`src/rtl/dacld_pkg.sv`:
```
package dacld_pkg;
  typedef struct packed {
    logic loadSum;
    logic shiftOne;
    logic selHi;
  } dpStrobe_t;

  typedef enum logic [2:0] {
    ST_IDLE  = 3'd0,
    ST_SHIFT = 3'd1,
    ST_LOSET = 3'd2,
    ST_LOSTB = 3'd3,
    ST_HISET = 3'd4,
    ST_HISTB = 3'd5,
    ST_XFER  = 3'd6
  } ctlState_t;
endpackage

```
`src/rtl/dacld_ctrl.sv`:
```
module dacld_ctrl
  import dacld_pkg::*;
#(
  parameter int SH_W = 4
) (
  input  logic            clk,
  input  logic            rstN,
  input  logic            sumValid,
  input  logic [SH_W-1:0] shiftAmt,
  output dpStrobe_t       strb,
  output logic            dacByteHi,
  output logic            dacCsN,
  output logic            dacLoad,
  output logic            busy
);
  ctlState_t state, nxtState;
  logic [SH_W-1:0] shiftCnt;

  always_comb begin
    nxtState     = state;
    strb         = '0;
    strb.selHi   = (state == ST_HISET) || (state == ST_HISTB) || (state == ST_XFER);
    if (sumValid) begin
      strb.loadSum = 1'b1;
      nxtState     = (shiftAmt == '0) ? ST_LOSET : ST_SHIFT;
    end else begin
      unique case (state)
        ST_SHIFT: begin
          strb.shiftOne = 1'b1;
          if (shiftCnt == SH_W'(1)) nxtState = ST_LOSET;
        end
        ST_LOSET: nxtState = ST_LOSTB;
        ST_LOSTB: nxtState = ST_HISET;
        ST_HISET: nxtState = ST_HISTB;
        ST_HISTB: nxtState = ST_XFER;
        ST_XFER:  nxtState = ST_IDLE;
        default:  nxtState = state;
      endcase
    end
  end

  always_ff @(posedge clk) begin
    if (!rstN) begin
      state    <= ST_LOSET;
      shiftCnt <= '0;
    end else begin
      state <= nxtState;
      if (sumValid)               shiftCnt <= shiftAmt;
      else if (state == ST_SHIFT) shiftCnt <= shiftCnt - SH_W'(1);
    end
  end

  assign dacCsN    = !((state == ST_LOSTB) || (state == ST_HISTB));
  assign dacByteHi = strb.selHi;
  assign dacLoad   = (state == ST_XFER);
  assign busy      = (state != ST_IDLE);

  // byte select may not move while the strobe is low
  p_sel_steady_r4: assert property (@(posedge clk) disable iff (!rstN)
    !dacCsN |-> $stable(dacByteHi));
  // transfer only right after a high-byte strobe
  p_load_after_hi_r5: assert property (@(posedge clk) disable iff (!rstN)
    dacLoad |-> ($past(!dacCsN) && $past(dacByteHi)));
  // transfer is a single cycle and returns to the low byte
  p_load_single_r5: assert property (@(posedge clk) disable iff (!rstN)
    dacLoad |=> (!dacLoad && !dacByteHi));
  // no strobe or transfer before the shift count is used up
  p_write_after_shift_r7: assert property (@(posedge clk) disable iff (!rstN)
    (!dacCsN || dacLoad) |-> (shiftCnt == '0));
  // shifting state always has work left
  p_shift_nonzero_r7: assert property (@(posedge clk) disable iff (!rstN)
    (state == ST_SHIFT) |-> (shiftCnt != '0));
endmodule

```
`src/rtl/dacld_dp.sv`:
```
module dacld_dp
  import dacld_pkg::*;
#(
  parameter int SUM_W = 32,
  parameter int DAC_W = 16
) (
  input  logic             clk,
  input  logic             rstN,
  input  logic [SUM_W-1:0] sumIn,
  input  dpStrobe_t        strb,
  output logic [DAC_W/2-1:0] dacData
);
  localparam int BYTE_W = DAC_W / 2;

  logic [SUM_W-1:0] acc;
  logic [DAC_W-1:0] word;

  always_ff @(posedge clk) begin
    if (!rstN)              acc <= '0;
    else if (strb.loadSum)  acc <= sumIn;
    else if (strb.shiftOne) acc <= {acc[SUM_W-1], acc[SUM_W-1:1]};
  end

  assign word    = {~acc[SUM_W-1], acc[DAC_W-2:0]};
  assign dacData = strb.selHi ? word[DAC_W-1:BYTE_W] : word[BYTE_W-1:0];

  // a shift step keeps the sign of the value
  p_sign_kept_r2: assert property (@(posedge clk) disable iff (!rstN)
    strb.shiftOne |=> (acc[SUM_W-1] == $past(acc[SUM_W-1])));
endmodule

```
`src/rtl/scaled_dac_loader.sv`:
```
module scaled_dac_loader
  import dacld_pkg::*;
#(
  parameter int SUM_W = 32,
  parameter int DAC_W = 16,
  parameter int SH_W  = 4
) (
  input  logic               clk,
  input  logic               rstN,
  input  logic [SUM_W-1:0]   sumIn,
  input  logic               sumValid,
  input  logic [SH_W-1:0]    shiftAmt,
  output logic [DAC_W/2-1:0] dacData,
  output logic               dacByteHi,
  output logic               dacCsN,
  output logic               dacLoad,
  output logic               busy
);
  dpStrobe_t strb;

  dacld_ctrl #(.SH_W(SH_W)) ctrl_i (
    .clk(clk), .rstN(rstN), .sumValid(sumValid), .shiftAmt(shiftAmt),
    .strb(strb), .dacByteHi(dacByteHi), .dacCsN(dacCsN),
    .dacLoad(dacLoad), .busy(busy)
  );

  dacld_dp #(.SUM_W(SUM_W), .DAC_W(DAC_W)) dp_i (
    .clk(clk), .rstN(rstN), .sumIn(sumIn), .strb(strb), .dacData(dacData)
  );
endmodule

```
`config.mk`:
```
export PLATFORM = sky130hd
export DESIGN_NAME = scaled_dac_loader
export DESIGN_NICKNAME = d
export VERILOG_FILES = /design/src/rtl/dacld_pkg.sv /design/src/rtl/dacld_ctrl.sv /design/src/rtl/dacld_dp.sv /design/src/rtl/scaled_dac_loader.sv
export SDC_FILE = /design/constraint.sdc
export NUM_CORES = 1
export LEC_CHECK = 0
export ABC_AREA = 0
export BUFFER_PORTS_ARGS = -buffer_cell sky130_fd_sc_hd__buf_4
export CORE_AREA = 2 2 81 52
export CTS_CLUSTER_DIAMETER = 80
export CTS_CLUSTER_SIZE = 8
export DETAILED_ROUTE_END_ITERATION = 16
export DIE_AREA = 0 0 83 54
export PLACE_DENSITY = 0.81
export SLEW_MARGIN = 15
export SYNTH_ARGS = -nofsm -noshare
export SYNTH_HDL_FRONTEND = slang
export SYNTH_SLANG_ARGS = --single-unit
```
`constraint.sdc`:
```
create_clock -name clk -period 2.1 [get_ports clk]
set_input_delay 0.105 -clock clk [delete_from_list [all_inputs] [get_ports clk]]
set_output_delay 0.105 -clock clk [all_outputs]
set_load 0.05 [all_outputs]
```
# Word level (Yosys, flattened, before mapping)
# Index checks and enable logic that the tools add are counted.
classes:
  bitwise_logic: 1
  n_addsub: 1
  reduce_logical: 10
  mux: 12
  eq_ne: 8
op_table:
  columns: ["cell", "n"]
  rows:
  - ["$mux W32", 1]
  - ["$mux W31", 1]
  - ["$pmux W3 S6", 1]
  - ["$eq A3 B3 Y1 const B", 3]
  - ["$mux W4", 2]
  - ["$mux W8", 1]
  - ["$reduce_bool A7 Y1", 1]
  - ["$eq A3 B2 Y1 const B", 2]
  - ["$mux W3", 2]
  - ["$eq A4 B1 Y1 const B", 1]
  - ["$logic_not A4 Y1", 1]
  - ["$reduce_bool A2 Y1", 2]
  - ["$sub A4 B1 Y4 const B", 1]
  - ["$eq A3 B1 Y1 const B", 1]
  - ["$logic_or A1 B1 Y1", 3]
  - ["$mux W1", 3]
  - ["$ne A3 B2 Y1 const B", 1]
  - ["$reduce_bool A3 Y1", 1]
  - ["$mux W2", 1]
  - ["$reduce_and A2 Y1", 1]
  - ["$logic_not A1 Y1", 1]
  - ["$not A1 Y1", 1]
totals:
  output_inout_bits: 12
  elab_cells: 36
  reg_bits: 39

# Depth between registers and ports, before layout
depth:
  depth_word: 5
  ltp_mapped: 6
  mapped_depth_nobuf: 5

# By module
# Synthesis repeated with hierarchy kept, for this count alone.
unflattened:
  cells_unflattened: 208
  area_unflattened_um2: 2296.0
modules_own_cells:
  columns: ["mod", "cells_per_inst", "area_per_inst_um2", "seq_area_each_um2", "instances"]
  rows:
  - ["dacld_dp", 149, 1824.2, 640.6, 1]
  - ["dacld_ctrl", 59, 471.7, 140.1, 1]

# Least setup slack after synthesis
# Ideal clock, no wire load.
synth_timing:
  path_kind: "reg-to-output"
  startpoint: "reg ctrl_i.state[2]"
  endpoint: "out dacData[7]"
  path_slack_ns: 0.112
  arrival_time_ns: 1.883
  required_time_ns: 1.995
  n_path_buf: 2
  path_stages_with_launch: 5
  path_cell_list: "dfxtp_1 > buf_2 > a21boi_0 > buf_2 > mux2i_1"
synth_via:
  elab_chain_cells: 4
synth_rtl:
  columns: ["item", "line", "source"]
  rows:
  - ["start: declaration", "dacld_ctrl.sv:16", "ctlState_t state, nxtState;"]
  - ["start signal: assignment", "dacld_ctrl.sv:47", "state <= nxtState;"]
  - ["$eq A3 B3 Y1", "dacld_ctrl.sv:22", "strb.selHi = (state == ST_HISET) || (state == ST_HISTB) || (state == ST_XFER);"]
  - ["$logic_or A1 B1 Y1", "dacld_ctrl.sv:22", null]
  - ["$logic_or A1 B1 Y1 (*)", "dacld_ctrl.sv:22", null]
  - ["via dacByteHi", "scaled_dac_loader.sv:14", "output logic dacByteHi,"]
  - ["$mux W8 (*)", "dacld_dp.sv:25", "assign dacData = strb.selHi ? word[DAC_W-1:BYTE_W] : word[BYTE_W-1:0];"]
  - ["end: declaration", "scaled_dac_loader.sv:13", "output logic [DAC_W/2-1:0] dacData,"]
# Mark *: on every way through the listed nets, which the timed path passes. The rest lies on a longest branch.

# Worst setup path in the final report
layout_timing:
  startpoint: "reg ctrl_i.state[2]"
  endpoint: "out dacData[4]"
layout_via:
  elab_chain_cells: 4
layout_rtl:
  columns: ["item", "line"]
  rows:
  - ["$eq A3 B3 Y1", "dacld_ctrl.sv:22"]
  - ["$logic_or A1 B1 Y1", "dacld_ctrl.sv:22"]
  - ["$logic_or A1 B1 Y1 (*)", "dacld_ctrl.sv:22"]
  - ["$mux W8 (*)", "dacld_dp.sv:25"]
# Mark *: on every way between the ends. The rest lies on a longest branch, timed or not.

==> impl_metrics.json <==
{
  "io_buffers": 50,
  "drtIter0Drc": 56,
  "grt_pass1_vias": 1376,
  "hp-start": "sumIn[31]",
  "peakVddDrop_mv": 0.446,
  "numClockSinks": 39,
  "place_area_sq_um": 2260,
  "status": "completed",
  "cp-end-kind": "primary output",
  "drive_gt1_frac": 0.283,
  "clock_path_buffers": 2,
  "antenna_cells": 0,
  "setup-violations-final": 0,
  "dieArea_sq_um": 4480,
  "first_pass_iters": 4,
  "dieWidth_um": 83,
  "async_flop_share": 0,
  "min_to": "dp_i.acc[31]",
  "drt-total-wl_um": 4060,
  "cellLeakagePower_nw": 1.16,
  "syn_area_sq_um": 1870,
  "crit-reg2reg-capture": "dp_i.acc[1]",
  "worstPathRequired_ns": 2.00,
  "wl_per_cell_um": 13.7,
  "num_rows": 18,
  "ys_ff_latch": 39,
  "ioPinCount": 51,
  "synth_xor_area_frac": 0.0140,
  "seq_area_frac_synth": 0.417,
  "cts_tree": "yes",
  "clock.fmax_ghz": 0.525,
  "clkLatencyLatePin_ns": 0.29,
  "r2r-start": "ctrl_i.state[0]",
  "netlist_top_cells_area": "dfxtp_1 (42%), mux2i_1 (18%), o21ai_0 (9.6%), a21oi_1 (9.1%), mux2_2 (4.8%)",
  "rsz0062_at_grt": "false",
  "synthCells": 205,
  "grt_use_total": 0.190,
  "grt_pass1_wl_um": 6590,
  "drv_slew": 0,
  "min_path_type": "in2reg",
  "h-tree-depth": 2,
  "die_y_um": 54,
  "dr_total_vias": 1553,
  "cts_buffers": 5,
  "syn2layout_area_growth_pct": 27.7,
  "max-slew-margin-rel": 0.661,
  "cp_max_fo": 10,
  "start_util": 0.486,
  "reg2regPathDepth": 4,
  "clkTransAtPathRegs_ns": 0.07,
  "postCtsSetupBuffers": 0,
  "synth_area_leader_cell": "dfxtp_1",
  "nets": 287,
  "final_common_cell": "buf_4",
  "grt_max_degree": 64,
  "layout_common_cells": "buf_4 (52), dfxtp_1 (39), o21ai_0 (36)",
  "antenna_found_initial": 0,
  "cts_root_buf": "clkbuf_8",
  "synth-adder-area-share": 0.0134,
  "setup_tns_ns": 0,
  "synth.net_count": 246,
  "coreArea_sq_um": 3850,
  "final_cell_count_no_fill": 297,
  "clock_skew_ns": 0.00476,
  "synth-edff-count": 0,
  "critPathKind": "reg2out",
  "power_density_nw_per_um2": 817,
  "worst_slew_pin_slew_ns": 0.501,
  "hold_depth": 3,
  "dpl.cell_count": 289,
  "ys_warn_count": 0,
  "viasPerCell": 5.23,
  "fin_crit_ns": 1.91,
  "grt_overflow": 0,
  "cts_resized": 0,
  "drc": 0,
  "place_hpwl_um": 2810,
  "postLayoutCellArea_sq_um": 2390,
  "post-route-period-util": 0.908,
  "start_kind": "register",
  "place.gp.congestion": 0.805,
  "synth_ff_type": "dfxtp_1",
  "ff2ff_setup_slack_ns": 0.30,
  "yosys.area_share.simple": 0.0621,
  "syn_avg_cell_area_sq_um": 9.14,
  "yosys.area.top_type_share": 0.417,
  "yosys.cell_types.count": 29,
  "cap_violations": 0,
  "antenna_left": 0,
  "synth_mux_area_frac": 0.230,
  "worstPathArrival_ns": 1.80,
  "finalHoldViolations": 0,
  "hold_buffers": 0,
  "synth_top_family_by_area": "multiplexers",
  "synth_compound_area_frac": 0.208
}
## power breakdown
| part | leakage (nW) | switching (mW) | total, mW | internal [mW] |
|---|---|---|---|---|
| clock network | 0.0654 | 0.258 | 0.733 | 0.475 |
| registers | 0.324 | 0.0462 | 0.844 | 0.798 |
| logic | 0.767 | 0.203 | 0.379 | 0.176 |
| total | 1.16 | 0.507 | 1.96 | 1.45 |
## worst max-delay path, stage by stage (launching register included)
cell and delay (ns):
dfxtp_1 0.50, a21boi_0 0.24, buf_4 0.22, mux2_2 0.35
buf_4 0.19
## synth_stat cells (all sizes together) (2+ instances only)
cell type / instances
nor2b: 2
ha: 2
inv: 4
or3: 3
clkbuf: 12
o21ai: 36
dfxtp: 39
a21oi: 34
xnor2: 2
nor3b: 2
buf: 7
nand2b: 2
mux2i: 34
nand2: 4
mux2: 8
nor2: 2
## routing by layer
metal  vias to the layer above  GRT usage  wire length (um)
met5                         -          0                 0
met1                       689      0.261              2100
met2                        38      0.288              1710
met3                         5     0.0537               217
li1                        821          -                 -
met4                         0     0.0710                44
## stage by stage
| stage | power [mW] | hold slack, ns | utilization | setup slack, ns |
|---|---|---|---|---|
| final | 1.96 | 0.0701 | 0.621 | 0.194 |
| after global routing | 2.04 | 0.0652 | 0.621 | 0.113 |
| after floorplan | 1.12 | 0.235 | - | 0.112 |
| after detailed placement | 1.24 | 0.360 | 0.587 | 0.312 |
| after CTS | 1.97 | 0.0589 | 0.621 | 0.190 |
| after global placement | 1.23 | 0.364 | 0.587 | 0.379 |
## sequential cells by signal, indices dropped and copies added, names as in the netlist
name and cells:
dp_i.acc 32, ctrl_i.shiftCnt 4, ctrl_i.state 3
## worst max path at each step
stage | slack [ns] | cells after the start | end | start
floorplan | 0.11 | 4 | dacData[7] | ctrl_i.state[2]
global placement | 0.38 | 4 | dp_i.acc[24] | ctrl_i.state[0]
detailed placement | 0.31 | 4 | dp_i.acc[1] | ctrl_i.state[0]
CTS | 0.19 | 4 | dacData[4] | ctrl_i.state[2]
global route | 0.11 | 4 | dacData[4] | ctrl_i.state[2]
finish | 0.19 | 4 | dacData[4] | ctrl_i.state[2]
## area by class of cell
class	count	area, sq um
Fill cell	337	1460
Clock inverter	2	60.1
Inverter	5	18.8
Timing Repair Buffer	53	410
Multi-Input combinational cell	142	987
Tap cell	50	62.6
Sequential cell	39	781
Clock buffer	6	72.6
## cell families (layout without fill, tap and decap cells)
| group | Yosys count | after routing |
|---|---|---|
| flip-flops | 39 | 39 |
| buffers and inverters | 24 | 66 |
| AO/OA/AOI/OAI | 75 | 75 |
| AND/OR/NAND/NOR | 20 | 20 |
| adder cells (fa/ha/maj) | 2 | 2 |
| multiplexers | 42 | 42 |
| XOR/XNOR | 3 | 3 |
No activity file was read; power rests on OpenSTA's default activity.
